==> src/rtl/i2c_cond_pkg.sv <==
package i2c_cond_pkg;

  localparam int NUM_LINES = 2;
  localparam int LINE_SCL  = 0;
  localparam int LINE_SDA  = 1;

  // Hysteresis: move only on a unanimous history, otherwise hold.
  function automatic logic hyst_next(input logic all_high, input logic all_low,
                                     input logic held);
    if (all_high)     return 1'b1;
    else if (all_low) return 1'b0;
    else              return held;
  endfunction

  // SDA falls while SCL has been high for two samples.
  function automatic logic bus_start(input logic scl_now, input logic scl_was,
                                     input logic sda_now, input logic sda_was);
    return scl_now & scl_was & sda_was & ~sda_now;
  endfunction

  // SDA rises while SCL has been high for two samples.
  function automatic logic bus_stop(input logic scl_now, input logic scl_was,
                                    input logic sda_now, input logic sda_was);
    return scl_now & scl_was & ~sda_was & sda_now;
  endfunction

endpackage

==> src/rtl/i2c_line_sync.sv <==
module i2c_line_sync #(
  parameter int STAGES = 2
) (
  input  logic clk,
  input  logic rst,
  input  logic d,
  output logic q
);
  logic [STAGES-1:0] chain_q;

  always_ff @(posedge clk) begin
    if (rst) chain_q <= '1;
    else     chain_q <= {chain_q[STAGES-2:0], d};
  end

  assign q = chain_q[STAGES-1];
endmodule

==> src/rtl/i2c_deglitch.sv <==
module i2c_deglitch
  import i2c_cond_pkg::*;
#(
  parameter int HIST_W = 4
) (
  input  logic clk,
  input  logic rst,
  input  logic sample,
  output logic level,
  output logic level_prev
);
  logic [HIST_W-1:0] hist_q;
  logic              level_q;
  logic              prev_q;
  logic              hist_all_hi;
  logic              hist_all_lo;

  assign hist_all_hi = &hist_q;
  assign hist_all_lo = ~|hist_q;

  always_ff @(posedge clk) begin
    if (rst) begin
      hist_q  <= '1;
      level_q <= 1'b1;
      prev_q  <= 1'b1;
    end else begin
      hist_q  <= {hist_q[HIST_W-2:0], sample};
      level_q <= hyst_next(hist_all_hi, hist_all_lo, level_q);
      prev_q  <= level_q;
    end
  end

  assign level      = level_q;
  assign level_prev = prev_q;


  level_unanimous_chk: assert property (@(posedge clk) disable iff (rst)
    !$stable(level_q) |-> ($past(hist_q) == {HIST_W{level_q}}));


  reset_idle_chk: assert property (@(posedge clk)
    $past(rst) |-> (level_q && prev_q && (hist_q == '1)));

endmodule

==> src/rtl/i2c_cond_detect.sv <==
module i2c_cond_detect
  import i2c_cond_pkg::*;
#(
  parameter int SYNC_STAGES = 2,
  parameter int HIST_W      = 4
) (
  input  logic clk,
  input  logic rst,
  input  logic scl_in,
  input  logic sda_in,
  output logic scl_o,
  output logic sda_o,
  output logic start_o,
  output logic stop_o,
  output logic scl_rise_o,
  output logic scl_fall_o
);
  logic [NUM_LINES-1:0] raw_vec;
  logic [NUM_LINES-1:0] sync_vec;
  logic [NUM_LINES-1:0] filt_vec;
  logic [NUM_LINES-1:0] prev_vec;

  assign raw_vec[LINE_SCL] = scl_in;
  assign raw_vec[LINE_SDA] = sda_in;

  // One identical path per line keeps the relative delay of SCL and SDA.
  for (genvar ln = 0; ln < NUM_LINES; ln++) begin : g_line
    i2c_line_sync #(.STAGES(SYNC_STAGES)) u_sync (
      .clk (clk),
      .rst (rst),
      .d   (raw_vec[ln]),
      .q   (sync_vec[ln])
    );
    i2c_deglitch #(.HIST_W(HIST_W)) u_filt (
      .clk        (clk),
      .rst        (rst),
      .sample     (sync_vec[ln]),
      .level      (filt_vec[ln]),
      .level_prev (prev_vec[ln])
    );
  end

  // Named internal events.
  logic ev_start, ev_stop, ev_rise, ev_fall;

  assign ev_start = bus_start(filt_vec[LINE_SCL], prev_vec[LINE_SCL],
                              filt_vec[LINE_SDA], prev_vec[LINE_SDA]);
  assign ev_stop  = bus_stop(filt_vec[LINE_SCL], prev_vec[LINE_SCL],
                             filt_vec[LINE_SDA], prev_vec[LINE_SDA]);
  assign ev_rise  = filt_vec[LINE_SCL] & ~prev_vec[LINE_SCL];
  assign ev_fall  = ~filt_vec[LINE_SCL] & prev_vec[LINE_SCL];

  assign scl_o      = filt_vec[LINE_SCL];
  assign sda_o      = filt_vec[LINE_SDA];
  assign start_o    = ev_start;
  assign stop_o     = ev_stop;
  assign scl_rise_o = ev_rise;
  assign scl_fall_o = ev_fall;


  start_single_chk: assert property (@(posedge clk) disable iff (rst)
    start_o |=> !start_o);


  stop_single_chk: assert property (@(posedge clk) disable iff (rst)
    stop_o |=> !stop_o);


  start_stop_excl_chk: assert property (@(posedge clk) disable iff (rst)
    !(start_o && stop_o));


  start_needs_scl_chk: assert property (@(posedge clk) disable iff (rst)
    (start_o || stop_o) |-> (scl_o && !scl_rise_o && !scl_fall_o));


  rise_level_chk: assert property (@(posedge clk) disable iff (rst)
    scl_rise_o |=> (scl_o && !scl_rise_o));


  fall_level_chk: assert property (@(posedge clk) disable iff (rst)
    scl_fall_o |=> (!scl_o && !scl_fall_o));

endmodule

==> config.mk <==
export PLATFORM = sky130hd
export DESIGN_NAME = i2c_cond_detect
export DESIGN_NICKNAME = d
export VERILOG_FILES = /design/src/rtl/i2c_cond_pkg.sv /design/src/rtl/i2c_line_sync.sv /design/src/rtl/i2c_deglitch.sv /design/src/rtl/i2c_cond_detect.sv
export SDC_FILE = /design/constraint.sdc
export NUM_CORES = 1
export LEC_CHECK = 0
export ABC_AREA = 1
export BUFFER_PORTS_ARGS = -buffer_cell sky130_fd_sc_hd__buf_2
export CORE_MARGIN = 2
export CORE_UTILIZATION = 31
export CTS_CLUSTER_SIZE = 20
export DETAILED_ROUTE_END_ITERATION = 16
export PLACE_DENSITY = 0.52
export REMOVE_ABC_BUFFERS = 1
export SYNTH_ARGS = -nofsm -noshare
export SYNTH_HDL_FRONTEND = slang
export SYNTH_HIERARCHICAL = 1
export SYNTH_SLANG_ARGS = --single-unit
==> constraint.sdc <==
create_clock -name clk -period 1.9 [get_ports clk]
set_input_delay 0.38 -clock clk [delete_from_list [all_inputs] [get_ports clk]]
set_output_delay 0.38 -clock clk [all_outputs]
set_load 0.1 [all_outputs]
==> flow_summary.ini <==
[outcome]
status = finished clean

[placement]
io_buffers = 9
dpl.hpwl_microns = 469
gp_congestion = 0.642

[finish]
fillers = 169
n_antenna_cell = 0
register_area_sq_um = 320
final_net_count = 83
multi_input_area_sq_um = 171
utilization_pct = 40.4
area_growth_syn_to_layout_pct = 19.1
layout-drive-gt1-share_pct = 16.7

[pwr]
power.density_nw_per_um2 = 907
vdd_ir_drop_max_uv = 409
power_leakage_nw = 0.359

[drt]
viasPerCell = 4.03
ant_nets = 0
drc = 0
vias = 379
routedWlPerCell_microns = 7.09
detail_route.wirelength_microns = 666
dr.pass1.iters = 2
drt-initial-drc-count = 4

[clock_tree]
hold_buffers = 0
cts_tree = yes
clkTransAtPathRegs_ns = 0.09
clock_latency_ns = 0.28
cts_root_buf = clkbuf_4
post_cts_resized = 0
numClockSinks = 16
clk_path_buf_depth = 2
cts-htree-levels = 1
post_cts_buffers = 0
cts-buffers-inserted = 3

[timing]
max_slew.worst_pin.slew_ns = 0.484
finalHoldViolCount = 0
final-setup-viol-count = 0
period_share_pct = 88.3
min_period_ns = 1.68
slew_headroom_pct = 68.0
fmax_mhz = 596
skew_ns = 0.000588
drv_slew = 0
tns_ns = 0
rsz0062_at_grt = no

[floorplan]
die_height_microns = 45.3
design.core.area_sq_um = 1560
initial_core_util_pct = 33.9
rows = 14
pin_count = 10
die_w_microns = 45.3
die-area_sq_um = 2050

[setup_path]
cp.arrival_ns = 1.30
crit_path_end_kind = output port
path_class = reg2out
cp_slowest_stage_delay_ns = 0.42
crit_path_start_kind = register
cp_max_fo = 6
reg2reg_slack_ns = 1.22
worstPathCellList = nand2_1, nor2_1, buf_2
critical_path_required_ns = 1.52
cpMaxStageDelayCell = buf_2

[logic_synthesis]
synth_area_per_cell_sq_um = 8.14
yosys.cell_types.count = 5
ys_warn_count = 6
syn-cell-area_sq_um = 529
synth-seq-cells = 16
synthCells = 65
yosysSeqAreaShare_pct = 60.5

[global_route]
grt_usage_pct = 8.53
grt_max_degree = 15
overflow = 0
grt_pass1_vias = 312
antenna_found_initial = 0
grt_pass1_wl_microns = 1170

[hold_path]
hold_class = in2reg

[job]
maxCapViolCount = 0
-- metrics by stage --
stage	setup slack, ns	cell area, sq um	power, mW	hold WS [ns]	std cells
2_1_floorplan	-0.928	529	0.359	0.383	65
3_3_place_gp	0.547	594	0.366	0.385	90
3_5_place_dp	0.516	594	0.367	0.394	90
4_1_cts	0.193	631	0.587	0.257	94
5_1_grt	0.142	631	0.605	0.263	94
6_report	0.222	631	0.572	0.268	94
-- power by group --
| part | switching [mW] | leakage (nW) | internal, mW |
|---|---|---|---|
| Clock | 0.0974 | 0.0210 | 0.117 |
| Combinational | 0.00824 | 0.207 | 0.00631 |
| Sequential | 0.00223 | 0.131 | 0.341 |
| Total | 0.108 | 0.359 | 0.464 |
-- cell usage after synthesis, drive strengths merged --
library cell / number / area, sq um
nor2: 12 / 45.0
inv: 10 / 37.5
or2: 10 / 62.6
dfxtp: 16 / 320
nand2: 17 / 63.8
-- layout by cell type (no fill, tap or decap) --
cell / count
nand2_1: 17
dfxtp_1: 16
nor2_1: 12
inv_1: 10
or2_1: 10
buf_2: 9
clkbuf_4: 3
clkbuf_8: 1
-- final cells by class --
class	count	area share [%]
well taps	16	3.17
flip-flops and latches	16	50.8
inverters	10	5.95
clock buffers	4	5.75
multi-input cells	39	27.2
repair buffers	9	7.14
-- cells by family (layout without fill, tap and decap cells) --
logic type | count (synthesis) | after routing | synth area share, %
buf+inv | 10 | 23 | 7.09
flops | 16 | 16 | 60.5
simple gates | 39 | 39 | 32.4
-- flip-flops by register name (all words and copies together), names as in the netlist --
name and flops:
g_line.u_filt/hist_q 8, g_line.u_filt/level_prev 2, g_line.u_sync/chain_q 4, g_line.u_filt/level 2
-- per-layer routing --
layer | GRT usage, % | vias to the layer above | part of all wire [%]
met4 | 10.6 | 0 | 4.1
met3 | 2.40 | 4 | 5.1
met5 | 0 | - | 0
met2 | 12.9 | 11 | 40
li1 | - | 211 | -
met1 | 8.44 | 153 | 50
-- critical path: cells and delay by family, from the launching register on --
family | cells | cell delay [ns]
buf+inv | 1 | 0.42
simple gates | 2 | 0.20
flops | 1 | 0.40
-- final timing paths --
| kind | startpoint | end | cells past startpoint |
|---|---|---|---|
| min reg2reg | g_line[1].u_sync/chain_q[0] | g_line[1].u_sync/chain_q[1] | 2 |
| min | sda_in | g_line[1].u_sync/chain_q[0] | 3 |
| max | g_line[0].u_filt/level | start_o | 3 |
| max reg2reg | g_line[0].u_filt/level | g_line[0].u_filt/level_prev | 1 |
(Power assumes the default switching activity.)
